## config.mk

```make
export PLATFORM = sky130hd
export DESIGN_NAME = tmr_irq_ctrl
export DESIGN_NICKNAME = d
export VERILOG_FILES = /design/src/rtl/intc_pkg.sv /design/src/rtl/intc_ctlreg.sv /design/src/rtl/intc_arbiter.sv /design/src/rtl/tmr_irq_ctrl.sv
export SDC_FILE = /design/constraint.sdc
export NUM_CORES = 1
export LEC_CHECK = 0
export ABC_AREA = 0
export BUFFER_PORTS_ARGS = -buffer_cell sky130_fd_sc_hd__buf_2
export CAP_MARGIN = 20
export CORE_MARGIN = 2
export CORE_UTILIZATION = 30
export DETAILED_ROUTE_END_ITERATION = 10
export HOLD_SLACK_MARGIN = 0.06
export PLACE_DENSITY = 0.75
export REMOVE_ABC_BUFFERS = 1
export SLEW_MARGIN = 40
export SYNTH_ARGS = -nofsm -noshare
export SYNTH_HDL_FRONTEND = slang
export SYNTH_SLANG_ARGS = --single-unit
export TNS_END_PERCENT = 10
```

## constraint.sdc

```tcl
create_clock -name clk -period 0.9 [get_ports clk]
set_input_delay 0.09 -clock clk [delete_from_list [all_inputs] [get_ports clk]]
set_output_delay 0.09 -clock clk [all_outputs]
set_load 0.01 [all_outputs]
```

## src/rtl/intc_pkg.sv

```systemverilog
// Shared constants for the two-source interrupt controller.
// Assumes an 8-bit control register; the bit positions are
// software-visible and must not move.
package intc_pkg;
    localparam int REG_W  = 8;
    localparam int NSRC   = 2;
    localparam int BIT_ME = 0;

    // Enable bit position of source i
    function automatic int en_pos(input int i);
        return (i == 0) ? 2 : 3;
    endfunction

    // Request flag bit position of source i
    function automatic int fl_pos(input int i);
        return (i == 0) ? 5 : 6;
    endfunction
endpackage

```

## src/rtl/intc_ctlreg.sv

```systemverilog
// Control register: global enable, per-source enables and sticky flags.
// Assumes svc is one-hot-or-zero and that it is only asserted while the
// global enable is set. Flag priority: hardware set > service clear >
// software write. Global enable: service clear > reti > software write.
module intc_ctlreg
    import intc_pkg::*;
(
    input  logic             clk,
    input  logic             rst_n,
    input  logic             wr_en,
    input  logic [REG_W-1:0] wdata,
    input  logic [NSRC-1:0]  hw_set,
    input  logic [NSRC-1:0]  svc,
    input  logic             reti,
    output logic [REG_W-1:0] rdata,
    output logic             me,
    output logic [NSRC-1:0]  en,
    output logic [NSRC-1:0]  flag
);
    logic            me_q;
    logic [NSRC-1:0] en_q;
    logic [NSRC-1:0] flag_q;

    // Global enable: cleared on service, set on reti, else software write
    always_ff @(posedge clk) begin
        if (!rst_n)          me_q <= 1'b0;
        else if (|svc)       me_q <= 1'b0;
        else if (reti)       me_q <= 1'b1;
        else if (wr_en)      me_q <= wdata[BIT_ME];
    end

    for (genvar i = 0; i < NSRC; i++) begin : g_src
        // Per-source enable: software write only
        always_ff @(posedge clk) begin
            if (!rst_n)      en_q[i] <= 1'b0;
            else if (wr_en)  en_q[i] <= wdata[en_pos(i)];
        end

        // Sticky flag: overflow sets, service or software clears
        always_ff @(posedge clk) begin
            if (!rst_n)          flag_q[i] <= 1'b0;
            else if (hw_set[i])  flag_q[i] <= 1'b1;
            else if (svc[i])     flag_q[i] <= 1'b0;
            else if (wr_en)      flag_q[i] <= wdata[fl_pos(i)];
        end


        flag_set_chk: assert property (@(posedge clk) disable iff (!rst_n)
            hw_set[i] |=> flag_q[i]);
    end

    // Read image: reserved bits are zero
    always_comb begin
        rdata = '0;
        rdata[BIT_ME] = me_q;
        for (int i = 0; i < NSRC; i++) begin
            rdata[en_pos(i)] = en_q[i];
            rdata[fl_pos(i)] = flag_q[i];
        end
    end

    assign me   = me_q;
    assign en   = en_q;
    assign flag = flag_q;


    me_clear_chk: assert property (@(posedge clk) disable iff (!rst_n)
        (|svc) |=> !me_q);
endmodule

```

## src/rtl/intc_arbiter.sv

```systemverilog
// Strobe-gated priority arbiter. Evaluates requests only when strobe is
// high and the stack is not full; the lowest index wins. The take pulse
// and vector are registered, so they appear one cycle after the strobe.
module intc_arbiter
    import intc_pkg::*;
#(
    parameter int VEC_W = 8,
    parameter logic [NSRC-1:0][VEC_W-1:0] VECS = '0
) (
    input  logic             clk,
    input  logic             rst_n,
    input  logic             strobe,
    input  logic             stk_full,
    input  logic             me,
    input  logic [NSRC-1:0]  en,
    input  logic [NSRC-1:0]  flag,
    output logic [NSRC-1:0]  svc,
    output logic             take,
    output logic [VEC_W-1:0] vec
);
    logic [NSRC-1:0]  req;
    logic [NSRC-1:0]  grant;
    logic [VEC_W-1:0] vec_nxt;
    logic             take_q;
    logic [VEC_W-1:0] vec_q;

    // Qualify each source at the strobe
    assign req = flag & en & {NSRC{me & strobe & ~stk_full}};

    // Fixed priority: first qualifying index wins
    always_comb begin
        grant   = '0;
        vec_nxt = '0;
        for (int i = NSRC - 1; i >= 0; i--) begin
            if (req[i]) begin
                grant   = '0;
                grant[i] = 1'b1;
                vec_nxt = VECS[i];
            end
        end
    end

    // Register the take pulse and hold the vector of the last take
    always_ff @(posedge clk) begin
        if (!rst_n) begin
            take_q <= 1'b0;
            vec_q  <= '0;
        end else begin
            take_q <= |grant;
            if (|grant) vec_q <= vec_nxt;
        end
    end

    assign svc  = grant;
    assign take = take_q;
    assign vec  = vec_q;


    stack_hold_chk: assert property (@(posedge clk) disable iff (!rst_n)
        stk_full |=> !take_q);


    take_pulse_chk: assert property (@(posedge clk) disable iff (!rst_n)
        take_q |=> !take_q);


    take_strobe_chk: assert property (@(posedge clk) disable iff (!rst_n)
        take_q |-> $past(strobe));


    prio_chk: assert property (@(posedge clk) disable iff (!rst_n)
        (strobe && me && en[0] && flag[0] && !stk_full)
            |=> (take_q && vec_q == VECS[0]));
endmodule

```

## src/rtl/tmr_irq_ctrl.sv

```systemverilog
// Top of the two-source interrupt controller. Joins the control register
// and the arbiter. Assumes overflow, reti and ret inputs are one-cycle
// pulses synchronous to clk, and that t2_stb marks the evaluation phase.
module tmr_irq_ctrl
    import intc_pkg::*;
#(
    parameter int VEC_W = 8,
    parameter logic [VEC_W-1:0] VEC_T0 = 8'h08,
    parameter logic [VEC_W-1:0] VEC_T1 = 8'h0C
) (
    input  logic             clk,
    input  logic             rst_n,
    input  logic             t2_stb,
    input  logic             tmr0_ovf,
    input  logic             tmr1_ovf,
    input  logic             stk_full,
    input  logic             reti,
    input  logic             ret,
    input  logic             reg_wr,
    input  logic [REG_W-1:0] reg_wdata,
    output logic [REG_W-1:0] reg_rdata,
    output logic             irq_take,
    output logic [VEC_W-1:0] irq_vec
);
    localparam logic [NSRC-1:0][VEC_W-1:0] VECS = {VEC_T1, VEC_T0};

    logic            me;
    logic [NSRC-1:0] en;
    logic [NSRC-1:0] flag;
    logic [NSRC-1:0] svc;

    intc_ctlreg u_reg (
        .clk    (clk),
        .rst_n  (rst_n),
        .wr_en  (reg_wr),
        .wdata  (reg_wdata),
        .hw_set ({tmr1_ovf, tmr0_ovf}),
        .svc    (svc),
        .reti   (reti),
        .rdata  (reg_rdata),
        .me     (me),
        .en     (en),
        .flag   (flag)
    );

    intc_arbiter #(
        .VEC_W (VEC_W),
        .VECS  (VECS)
    ) u_arb (
        .clk      (clk),
        .rst_n    (rst_n),
        .strobe   (t2_stb),
        .stk_full (stk_full),
        .me       (me),
        .en       (en),
        .flag     (flag),
        .svc      (svc),
        .take     (irq_take),
        .vec      (irq_vec)
    );


    ret_keep_chk: assert property (@(posedge clk) disable iff (!rst_n)
        (ret && !reti && !reg_wr && !(|svc)) |=> (me == $past(me)));


    reti_set_chk: assert property (@(posedge clk) disable iff (!rst_n)
        (reti && !(|svc)) |=> me);
endmodule

```

==> out/qor.txt, run 1 <==
outcome = complete, but fails checks
failing checks = negative setup slack
multiplexer share of the synthesized area = 15.52%
final setup fails = 2
total of max-cap violations = 0
Sink Count = 8
first-pass GRT wire length = 1173 um
Yosys reg bits = 8
number of flops mapped to enable cells by yosys = 0
peak supply drop = 0.0009434 V
TritonRoute pass-1 iters = 4
power per cell area = 1466 nW/um^2
port bufs = 20
Vias/cell = 4.148
Synth area leaders = dfxtp_1 38%, buf_4 18%, mux2_4 11%
Die Span Y = 41.38 um
Max Fclk = 1097 MHz
drt drc = 0
Post-CTS Setup Repair Bufs = 0
CTS Root Cell = clkbuf_4
area added between synthesis and finish = 30.75%
Reg-to-Reg Start = u_reg.me$_SDFFE_PP0P_
type of the most critical hold path = primary input to flip-flop
clock transition at the registers of the reported paths = 0.05 ns
RSZ-0062 raised after global routing = true
Setup crit end kind = flip-flop
cells on worst reg2reg path = 2
initial antenna violation count = 0
largest net degree at the start of global routing = 10
crit share post-route = 101.3%
GRT Util Overall = 11.30%
Yosys Warn Count = 0
Worst Hold Endpoint = u_reg.me$_SDFFE_PP0P_
critical path arrival = 1.05 ns
distinct cell type count after synthesis = 17
die area = 1712 um^2
CP startpoint kind = flip-flop
reg2reg setup slack = -0.01 ns
count leader, synth = buf_4
Pwr Total = 0.8032 mW
initial core utilization = 32.21%
core footprint = 1301 um^2
CTS tree = done
gp weighted congestion = 0.7542
synthesized instance count = 43
Synth Area in Adders = 0%
Post-synth top cells = 10 x buf_4, 8 x dfxtp_1, 4 x nand2_1, 3 x a21oi_1, 3 x mux2_4
Synth Area in Simple Gates = 11.64%
Yosys top cell area share = 38.21%
Tmin final = 0.9120 ns
Post-Syn Area = 419.2 um^2
fraction of layout instances using a drive strength above 1 = 51.52%
largest family of logic cells by synthesized area = buffers and inverters
clk_lat worst skew = 0.25 ns
max-slew violation count = 0
Ports = 34
hold path depth = 3
drt total wl = 779 um
part of the Yosys area used for sequential elements = 38.21%
Setup Crit Path Kind = flip-flop to flip-flop
CTS Buf Count = 3
Hold Crit Start = reti
Synth Area in Compound Gates = 13.13%
vias in the first global route = 302
worst r2r dst = u_arb.vec[2]$_SDFFE_PN0P_
worst setup margin = -0.01196 ns
number of nets in the layout = 85
asr flop ratio synth = 0%
n_diodes = 0
GRT overflow = 0
Main synth FF type = dfxtp_1
Crit path required time = 1.04 ns
CTS HTree Levels = 1
CP Max Fanout = 4
CTS max path bufs = 2
hold_ws = 0.08773 ns
xor/xnor share of the synthesized area = 0%
Inst Count DP = 77
Syn Area/Cell = 9.748 um^2
die width = 41.38 um
Leakage = 0.2812 nW
Cell Rows = 13
final hold viol count = 0
Final Non-Filler Cells = 81
skew final = 0.0001642 ns
initial DRC count = 2
routed via count = 336
antenna viol nets, final = 0
Synth area leader = dfxtp_1
Avg WL per Cell = 9.617 um
[layer usage]
| metal | routed length, um | global-route usage (%) | up-vias |
|---|---|---|---|
| li1 | - | - | 171 |
| met1 | 296 | 11.58 | 146 |
| met2 | 389 | 18.75 | 19 |
| met3 | 93 | 7.979 | 0 |
| met4 | 0 | 2.419 | 0 |
| met5 | 0 | 0 | - |
[logic make-up (layout without fill, tap and decap cells)]
logic type,count (synthesis),in the layout
other cells,1,9
compound gates,8,8
mux,5,5
buf+inv,11,26
flops,8,8
simple gates,10,10
[how the worst max path moves through the flow]
| stage | startpoint | endpoint | slack (ns) | cells after the start |
|---|---|---|---|---|
| CTS | u_reg.en[0]$_SDFFE_PN0P_ | reg_rdata[2] | -0.02 | 2 |
| global placement | u_reg.me$_SDFFE_PP0P_ | u_arb.take$_SDFF_PN0_ | -0.02 | 3 |
| finish | u_reg.me$_SDFFE_PP0P_ | u_arb.vec[2]$_SDFFE_PN0P_ | -0.01 | 2 |
| detailed placement | u_reg.me$_SDFFE_PP0P_ | u_arb.take$_SDFF_PN0_ | -0.02 | 3 |
| global route | u_reg.me$_SDFFE_PP0P_ | u_reg.flag[0]$_SDFFE_PN0P_ | -0.07 | 3 |
| floorplan | u_reg.me$_SDFFE_PP0P_ | u_arb.vec[2]$_SDFFE_PN0P_ | -0.02 | 2 |
[through the flow]
stage	instance area [um^2]	TNS, ns	setup slack (ns)	util [%]
4_1_cts	530.5	-0.03052	-0.02134	40.77
2_1_floorplan	362.8	-0.01741	-0.01741	-
3_5_place_dp	496.7	-0.02415	-0.01755	38.17
3_3_place_gp	496.7	-0.02307	-0.01946	38.17
6_report	548.0	-0.01568	-0.01196	42.12
5_1_grt	548.0	-0.3462	-0.07387	42.12
[sequential cells by signal, indices dropped and copies added (netlist names)]
| name | flops |
|---|---|
| u_arb.take | 1 |
| u_reg.flag | 2 |
| u_reg.me | 1 |
| u_reg.en | 2 |
| u_arb.vec | 2 |
[cell usage in the layout (no fill, tap or decap)]
cell type / count
o211ai_1: 1
nand3b_1: 1
a21oi_2: 1
and2_1: 1
dfxtp_1: 6
o21ai_2: 1
conb_1: 9
mux2i_1: 2
dlygate4sd3_1: 1
nand2_1: 4
o21ai_1: 1
dfxtp_2: 2
nor2_2: 1
clkbuf_4: 3
o21a_1: 1
buf_6: 2
nor2b_1: 2
buf_2: 19
a21oi_1: 2
buf_4: 1
o221a_2: 1
mux2_4: 3
nor2_1: 1
[final cells by class]
cell class / count / area (um^2)
clock buffer: 3 / 22.52
fill: 139 / 753.2
multi-input combinational: 32 / 209.0
sequential: 8 / 162.7
tap: 15 / 18.77
timing repair buffer: 23 / 135.1
[worst max-delay path, cell delays in order (launching register included)]
cell and delay, ns:
dfxtp_2 0.33, nand3b_1 0.17, o221a_2 0.31
[repair_timing]
item                                    CTS  global route
hold endpoints to repair                  1             0
hold buffers                              1             0
endpoints found under the setup margin    5             8
gates resized for setup                   1             5
pin swaps                                 2             4
[power breakdown]
part / leakage [nW] / internal (mW) / switching [mW]
registers: 0.0664 / 0.374 / 0.0133
logic: 0.201 / 0.0781 / 0.0727
clock network: 0.0138 / 0.152 / 0.113
No activity file was read; power rests on OpenSTA's default activity.
==> run 2: changes to the inputs <==
--- a/config.mk
+++ b/config.mk
@@ -7,10 +7,11 @@
 export LEC_CHECK = 0
 export ABC_AREA = 0
 export BUFFER_PORTS_ARGS = -buffer_cell sky130_fd_sc_hd__buf_2
-export CAP_MARGIN = 20
-export CORE_MARGIN = 2
+export CAP_MARGIN = 40
+export CORE_MARGIN = 3
 export CORE_UTILIZATION = 30
 export DETAILED_ROUTE_END_ITERATION = 10
+export GPL_ROUTABILITY_DRIVEN = 1
 export HOLD_SLACK_MARGIN = 0.06
 export PLACE_DENSITY = 0.75
 export REMOVE_ABC_BUFFERS = 1
==> run 2 against run 1 <==
  * The run still ends with negative setup slack left
  * Via count shrank 2.4%
  * Largest cell class unchanged
  * Highest routed layer is now met4
  * Utilization grew 3.4 points
  * Non-clock buffer count is the same
  * Largest power group unchanged
==> out/qor.txt, run 2 (synthesized netlist as in run 1, its figures left out) <==
Die Span Y = 43.38 um (+4.8%)
antenna viol nets, final = 0 (unchanged)
CTS Root Cell = clkbuf_4
final hold viol count = 0 (unchanged)
type of the most critical hold path = primary input to flip-flop
Max Fclk = 1083 MHz (-1.2%)
number of nets in the layout = 85 (unchanged)
port bufs = 20 (unchanged)
routed via count = 328 (-2.4%)
Vias/cell = 4.100 (-1.2%)
clock share of power = 32.9% (about the same)
Leakage = 0.2812 nW (about the same)
Sink Count = 8 (unchanged)
CP startpoint kind = flip-flop
critical path arrival = 1.06 ns (about the same)
cells on worst reg2reg path = 2 (unchanged)
RSZ-0062 raised after global routing = true
Avg WL per Cell = 9.913 um (+3.1%)
vias in the first global route = 327 (+8.3%)
TritonRoute pass-1 iters = 1 (-3)
Ports = 34 (unchanged)
reg2reg setup slack = -0.02 ns (about the same)
area added between synthesis and finish = 30.45%
peak supply drop = 0.0007952 V (-16%)
fraction of layout instances using a drive strength above 1 = 51.52% (unchanged)
largest net degree at the start of global routing = 10 (unchanged)
worst r2r dst = u_arb.vec[2]$_SDFFE_PN0P_
Final TNS setup = -0.02366 ns (-0.007975 ns)
core footprint = 1201 um^2 (-7.7%)
Setup WS pre-CTS = -0.03661 ns (-0.01906 ns)
CP Max Fanout = 4 (unchanged)
failing checks = negative setup slack
slowest stage delay, CP = 0.33 ns (about the same)
Setup Crit Path Kind = flip-flop to flip-flop
outcome = complete, but fails checks
switching power = 0.1960 mW (-1.4%)
cells along the critical path = nand3b_1, o221a_2
Tmin final = 0.9231 ns (+0.01111 ns)
initial antenna violation count = 0 (unchanged)
final setup fails = 2 (unchanged)
drt total wl = 793 um (+1.8%)
Sw Share = 24.49% (-0.26 points)
clock transition at the registers of the reported paths = 0.05 ns (about the same)
crit share post-route = 102.6% (+1.2 points)
Setup crit end = u_arb.vec[2]$_SDFFE_PN0P_
die area = 1882 um^2 (+9.9%)
Cell Rows = 12 (-1)
power per cell area = 1464 nW/um^2 (-0.14%)
GRT overflow = 0 (unchanged)
die width = 43.38 um (+4.8%)
Reg-to-Reg Start = u_reg.me$_SDFFE_PP0P_
Flop pwr share = 48.4% (about the same)
skew final = 0.0004446 ns (+0.0002804 ns)
CTS tree = done
CTS max path bufs = 2 (unchanged)
Post-CTS Setup Repair Bufs = 0 (unchanged)
initial core utilization = 34.90% (+2.7 points)
Pint = 0.6043 mW (about the same)
clk_lat worst skew = 0.25 ns (about the same)
CP Launch Point = u_reg.me$_SDFFE_PP0P_
Filler cells = 136 (-2.2%)
CP max stage cell = dfxtp_2
n_diodes = 0 (unchanged)
gp weighted congestion = 0.7303 (-3.2%)
GRT Util Overall = 10.17% (-1.1 points)
CTS Buf Count = 3 (unchanged)
Setup crit end kind = flip-flop
worst setup margin = -0.02306 ns (-0.01111 ns)
drt drc = 0 (unchanged)
initial DRC count = 0 (-2)
logic gate share of total power = 18.7% (about the same)
total of max-cap violations = 0 (unchanged)
max-slew violation count = 0 (unchanged)
most frequent cells in the layout = 19 x buf_2, 9 x conb_1, 6 x dfxtp_1
first-pass GRT wire length = 1352 um (+15%)
most common cell after layout, fill and taps aside = buf_2
CTS HTree Levels = 1 (unchanged)
Crit path required time = 1.04 ns (about the same)
[run 2: cell counts in the layout (fill, tap and decap cells not counted)]
No cell type changed its count.
[run 2: per-stage QoR]
step	power [mW]	area, um^2	utilization (%)	hold slack, ns	cells
after CTS	0.8117	539.3	44.90	0.07741	80
after global placement	0.5301	495.5	41.25	0.2851	76
after detailed placement	0.5326	495.5	41.25	0.2922	76
final	0.8003	546.8	45.52	0.09496	80
after global routing	0.8646	546.8	45.52	0.07587	80
after floorplan	0.4661	362.8	-	0.1963	40
[run 2: metal layers]
layer | wire [um] | up-vias | GRT usage, %
li1 | - | 171 | -
met1 | 290 | 137 | 10.03
met2 | 389 | 18 | 15.04
met3 | 103 | 2 | 8.299
met4 | 9 | 0 | 5.422
met5 | 0 | - | 0
[run 2: final cells by class]
cell class                 count  area [um^2]  area share, %
sequential                     8        162.7          29.75
tap                           14        17.52          3.204
clock buffer                   3        22.52          4.119
timing repair buffer          23        135.1          24.71
multi-input combinational     32        209.0          38.22
[run 2: critical path, delay by kind of cell (launching register included)]
kind	cells	cell delay [ns]
compound gates	1	0.31
flops	1	0.33
simple gates	1	0.17
[run 2: repair_timing]
action / 4_1_cts / 5_1_grt
gates cloned: 0 / 0
pin swaps: 3 / 4
resized for setup: 3 / 3
endpoints found under the hold margin: 1 / 0
hold buffers: 1 / 0
endpoints found under the setup margin: 6 / 8
[run 2: how the worst min path moves through the flow]
stage               startpoint  slack [ns]  depth (start not counted)                         end
floorplan             tmr0_ovf        0.20                          2  u_reg.flag[0]$_SDFFE_PN0P_
global route              reti        0.08                          3       u_reg.me$_SDFFE_PP0P_
global placement      tmr0_ovf        0.29                          3  u_reg.flag[0]$_SDFFE_PN0P_
finish                    reti        0.09                          3       u_reg.me$_SDFFE_PP0P_
detailed placement    tmr0_ovf        0.29                          3  u_reg.flag[0]$_SDFFE_PN0P_
CTS                       reti        0.08                          3       u_reg.me$_SDFFE_PP0P_
[run 2: power by group through the flow]
stage / clock network, mW / registers [mW] / logic, mW
2_1_floorplan: 0 / 0.401 / 0.0650
3_3_place_gp: 0 / 0.392 / 0.138
3_5_place_dp: 0 / 0.393 / 0.140
5_1_grt: 0.309 / 0.391 / 0.165
6_report: 0.264 / 0.387 / 0.150
4_1_cts: 0.277 / 0.386 / 0.149
==> run 3: changes to the inputs <==
--- a/config.mk
+++ b/config.mk
@@ -8,13 +8,13 @@
 export ABC_AREA = 0
 export BUFFER_PORTS_ARGS = -buffer_cell sky130_fd_sc_hd__buf_2
 export CAP_MARGIN = 40
-export CORE_MARGIN = 3
 export CORE_UTILIZATION = 30
 export DETAILED_ROUTE_END_ITERATION = 10
 export GPL_ROUTABILITY_DRIVEN = 1
 export HOLD_SLACK_MARGIN = 0.06
 export PLACE_DENSITY = 0.75
 export REMOVE_ABC_BUFFERS = 1
+export SETUP_SLACK_MARGIN = 0.3
 export SLEW_MARGIN = 40
 export SYNTH_ARGS = -nofsm -noshare
 export SYNTH_HDL_FRONTEND = slang
==> run 3 against run 2 <==
  * Routed wire length down 2.9%
  * Clock skew rose by 0.0077 ns
  * Maximum frequency increased by 2.8%
  * The run now ends clean
  * Worst hold slack worse by 0.057 ns
  * Non-clock buffer count fell by 1
  * Highest routed layer is now met3
  * Largest power group unchanged
  * Via count rose by 2.4%
==> out/qor.txt, run 3 (synthesized netlist as in run 1, its figures left out) <==
initial DRC count = 4 (+4)
final hold viol count = 0 (unchanged)
cells on worst reg2reg path = 2 (unchanged)
Vias/cell = 4.200 (+2.4%)
die width = 39.38 um (-9.2%)
GRT overflow = 0 (unchanged)
outcome = complete, no violations
Leakage = 0.2785 nW (-0.98%)
area added between synthesis and finish = 30.15%
CP startpoint kind = flip-flop
final setup fails = 0 (-2)
GRT Util Overall = 12.46% (+2.3 points)
Post-CTS Setup Repair Bufs = 0 (unchanged)
Die Span Y = 39.38 um (-9.2%)
clock transition at the registers of the reported paths = 0.06 ns (about the same)
Crit path required time = 1.05 ns (about the same)
routed via count = 336 (+2.4%)
total of max-cap violations = 0 (unchanged)
number of nets in the layout = 84 (-1.2%)
initial antenna violation count = 0 (unchanged)
Hold Crit Start = tmr0_ovf
vias in the first global route = 298 (-8.9%)
Tmin final = 0.8983 ns (-0.02479 ns)
Setup WS pre-CTS = -0.01925 ns (+0.01737 ns)
fraction of layout instances using a drive strength above 1 = 53.85% (+2.3 points)
Cell Rows = 13 (+1)
core footprint = 1301 um^2 (+8.3%)
max-slew violation count = 0 (unchanged)
most common cell after layout, fill and taps aside = buf_2
CTS max path bufs = 2 (unchanged)
TritonRoute pass-1 iters = 4 (+3)
die area = 1551 um^2 (-18%)
Sink Count = 8 (unchanged)
Ports = 34 (unchanged)
reg2reg setup slack = 0.002 ns (+0.02 ns)
first-pass GRT wire length = 1186 um (-12%)
CTS Root Cell = clkbuf_4
gp weighted congestion = 0.7027 (-3.8%)
Reg-to-Reg Start = u_reg.me$_SDFFE_PP0P_
Avg WL per Cell = 9.625 um (-2.9%)
worst setup margin = 0.001730 ns (+0.02479 ns)
type of the most critical hold path = primary input to flip-flop
peak supply drop = 0.0006292 V (-21%)
largest net degree at the start of global routing = 10 (unchanged)
Setup Crit Path Kind = flip-flop to flip-flop
worst r2r dst = u_arb.vec[2]$_SDFFE_PN0P_
drt drc = 0 (unchanged)
skew final = 0.008194 ns (+0.007749 ns)
initial core utilization = 32.21% (-2.7 points)
crit share post-route = 99.81% (-2.8 points)
hold path depth = 3 (unchanged)
CTS Buf Count = 3 (unchanged)
CTS HTree Levels = 1 (unchanged)
Worst Hold Endpoint = u_reg.flag[0]$_SDFFE_PN0P_
port bufs = 20 (unchanged)
Max Fclk = 1113 MHz (+2.8%)
clk_lat worst skew = 0.26 ns (about the same)
drt total wl = 770 um (-2.9%)
antenna viol nets, final = 0 (unchanged)
Filler cells = 135 (-0.74%)
Setup crit end kind = flip-flop
power per cell area = 1489 nW/um^2 (+1.7%)
final core occ = 41.92% (-3.6 points)
critical path arrival = 1.05 ns (about the same)
most frequent cells in the layout = 18 x buf_2, 9 x conb_1, 5 x dfxtp_1
n_diodes = 0 (unchanged)
RSZ-0062 raised after global routing = true
CP Max Fanout = 4 (unchanged)
CTS tree = done
run 3: metrics by stage:
stage	instances	hold WS, ns	total power, mW	setup TNS [ns]	instance area [um^2]
floorplan	40	0.1963	0.4661	-0.01741	362.8
global placement	77	0.2860	0.5300	-0.01389	496.7
detailed placement	77	0.2908	0.5332	-0.02709	496.7
CTS	80	0.02664	0.8149	0	535.5
global route	80	0.05136	0.8602	-0.3259	545.5
finish	80	0.03786	0.8122	0	545.5
run 3: per-layer routing:
| layer | up-vias | track usage (%) | share of wire [%] |
|---|---|---|---|
| li1 | 171 | - | - |
| met2 | 17 | 19.58 | 46 |
| met4 | 0 | 5.172 | 0 |
| met3 | 0 | 8.523 | 8.4 |
| met1 | 148 | 12.71 | 45 |
| met5 | - | 0 | 0 |
run 3: report_power, final:
group,switching [mW],leakage [nW],internal [mW],total [mW]
Combinational,0.0718,0.198,0.0782,0.150
Sequential,0.0141,0.0668,0.375,0.389
Clock,0.121,0.0138,0.153,0.273
run 3: how the worst max path moves through the flow:
stage	from	endpoint	slack (ns)
6_report	u_reg.me$_SDFFE_PP0P_	u_arb.vec[2]$_SDFFE_PN0P_	0.002
5_1_grt	u_reg.me$_SDFFE_PP0P_	u_arb.vec[2]$_SDFFE_PN0P_	-0.07
4_1_cts	u_reg.me$_SDFFE_PP0P_	u_arb.vec[2]$_SDFFE_PN0P_	0.002
3_5_place_dp	u_reg.me$_SDFFE_PP0P_	u_arb.take$_SDFF_PN0_	-0.02
3_3_place_gp	u_reg.me$_SDFFE_PP0P_	u_arb.take$_SDFF_PN0_	-0.01
2_1_floorplan	u_reg.me$_SDFFE_PP0P_	u_arb.vec[2]$_SDFFE_PN0P_	-0.02
run 3: timing repair:
action | 4_1_cts | 5_1_grt
pin swaps | 3 | 4
setup endpoints to repair | 16 | 16
gates resized for setup | 5 | 3
hold endpoints to repair | 1 | 1
run 3: cell type report:
type | instances | area (um^2) | area share (%)
Clock buffer | 3 | 22.52 | 4.128
Multi-Input combinational cell | 32 | 209.0 | 38.30
Sequential cell | 8 | 163.9 | 30.05
Tap cell | 15 | 18.77 | 3.440
Timing Repair Buffer | 22 | 131.4 | 24.08
run 3: worst max-delay path, cell delays in order, from the launching register on:
cell	delay, ns
dfxtp_2	0.33
nand3b_1	0.17
o221a_2	0.31
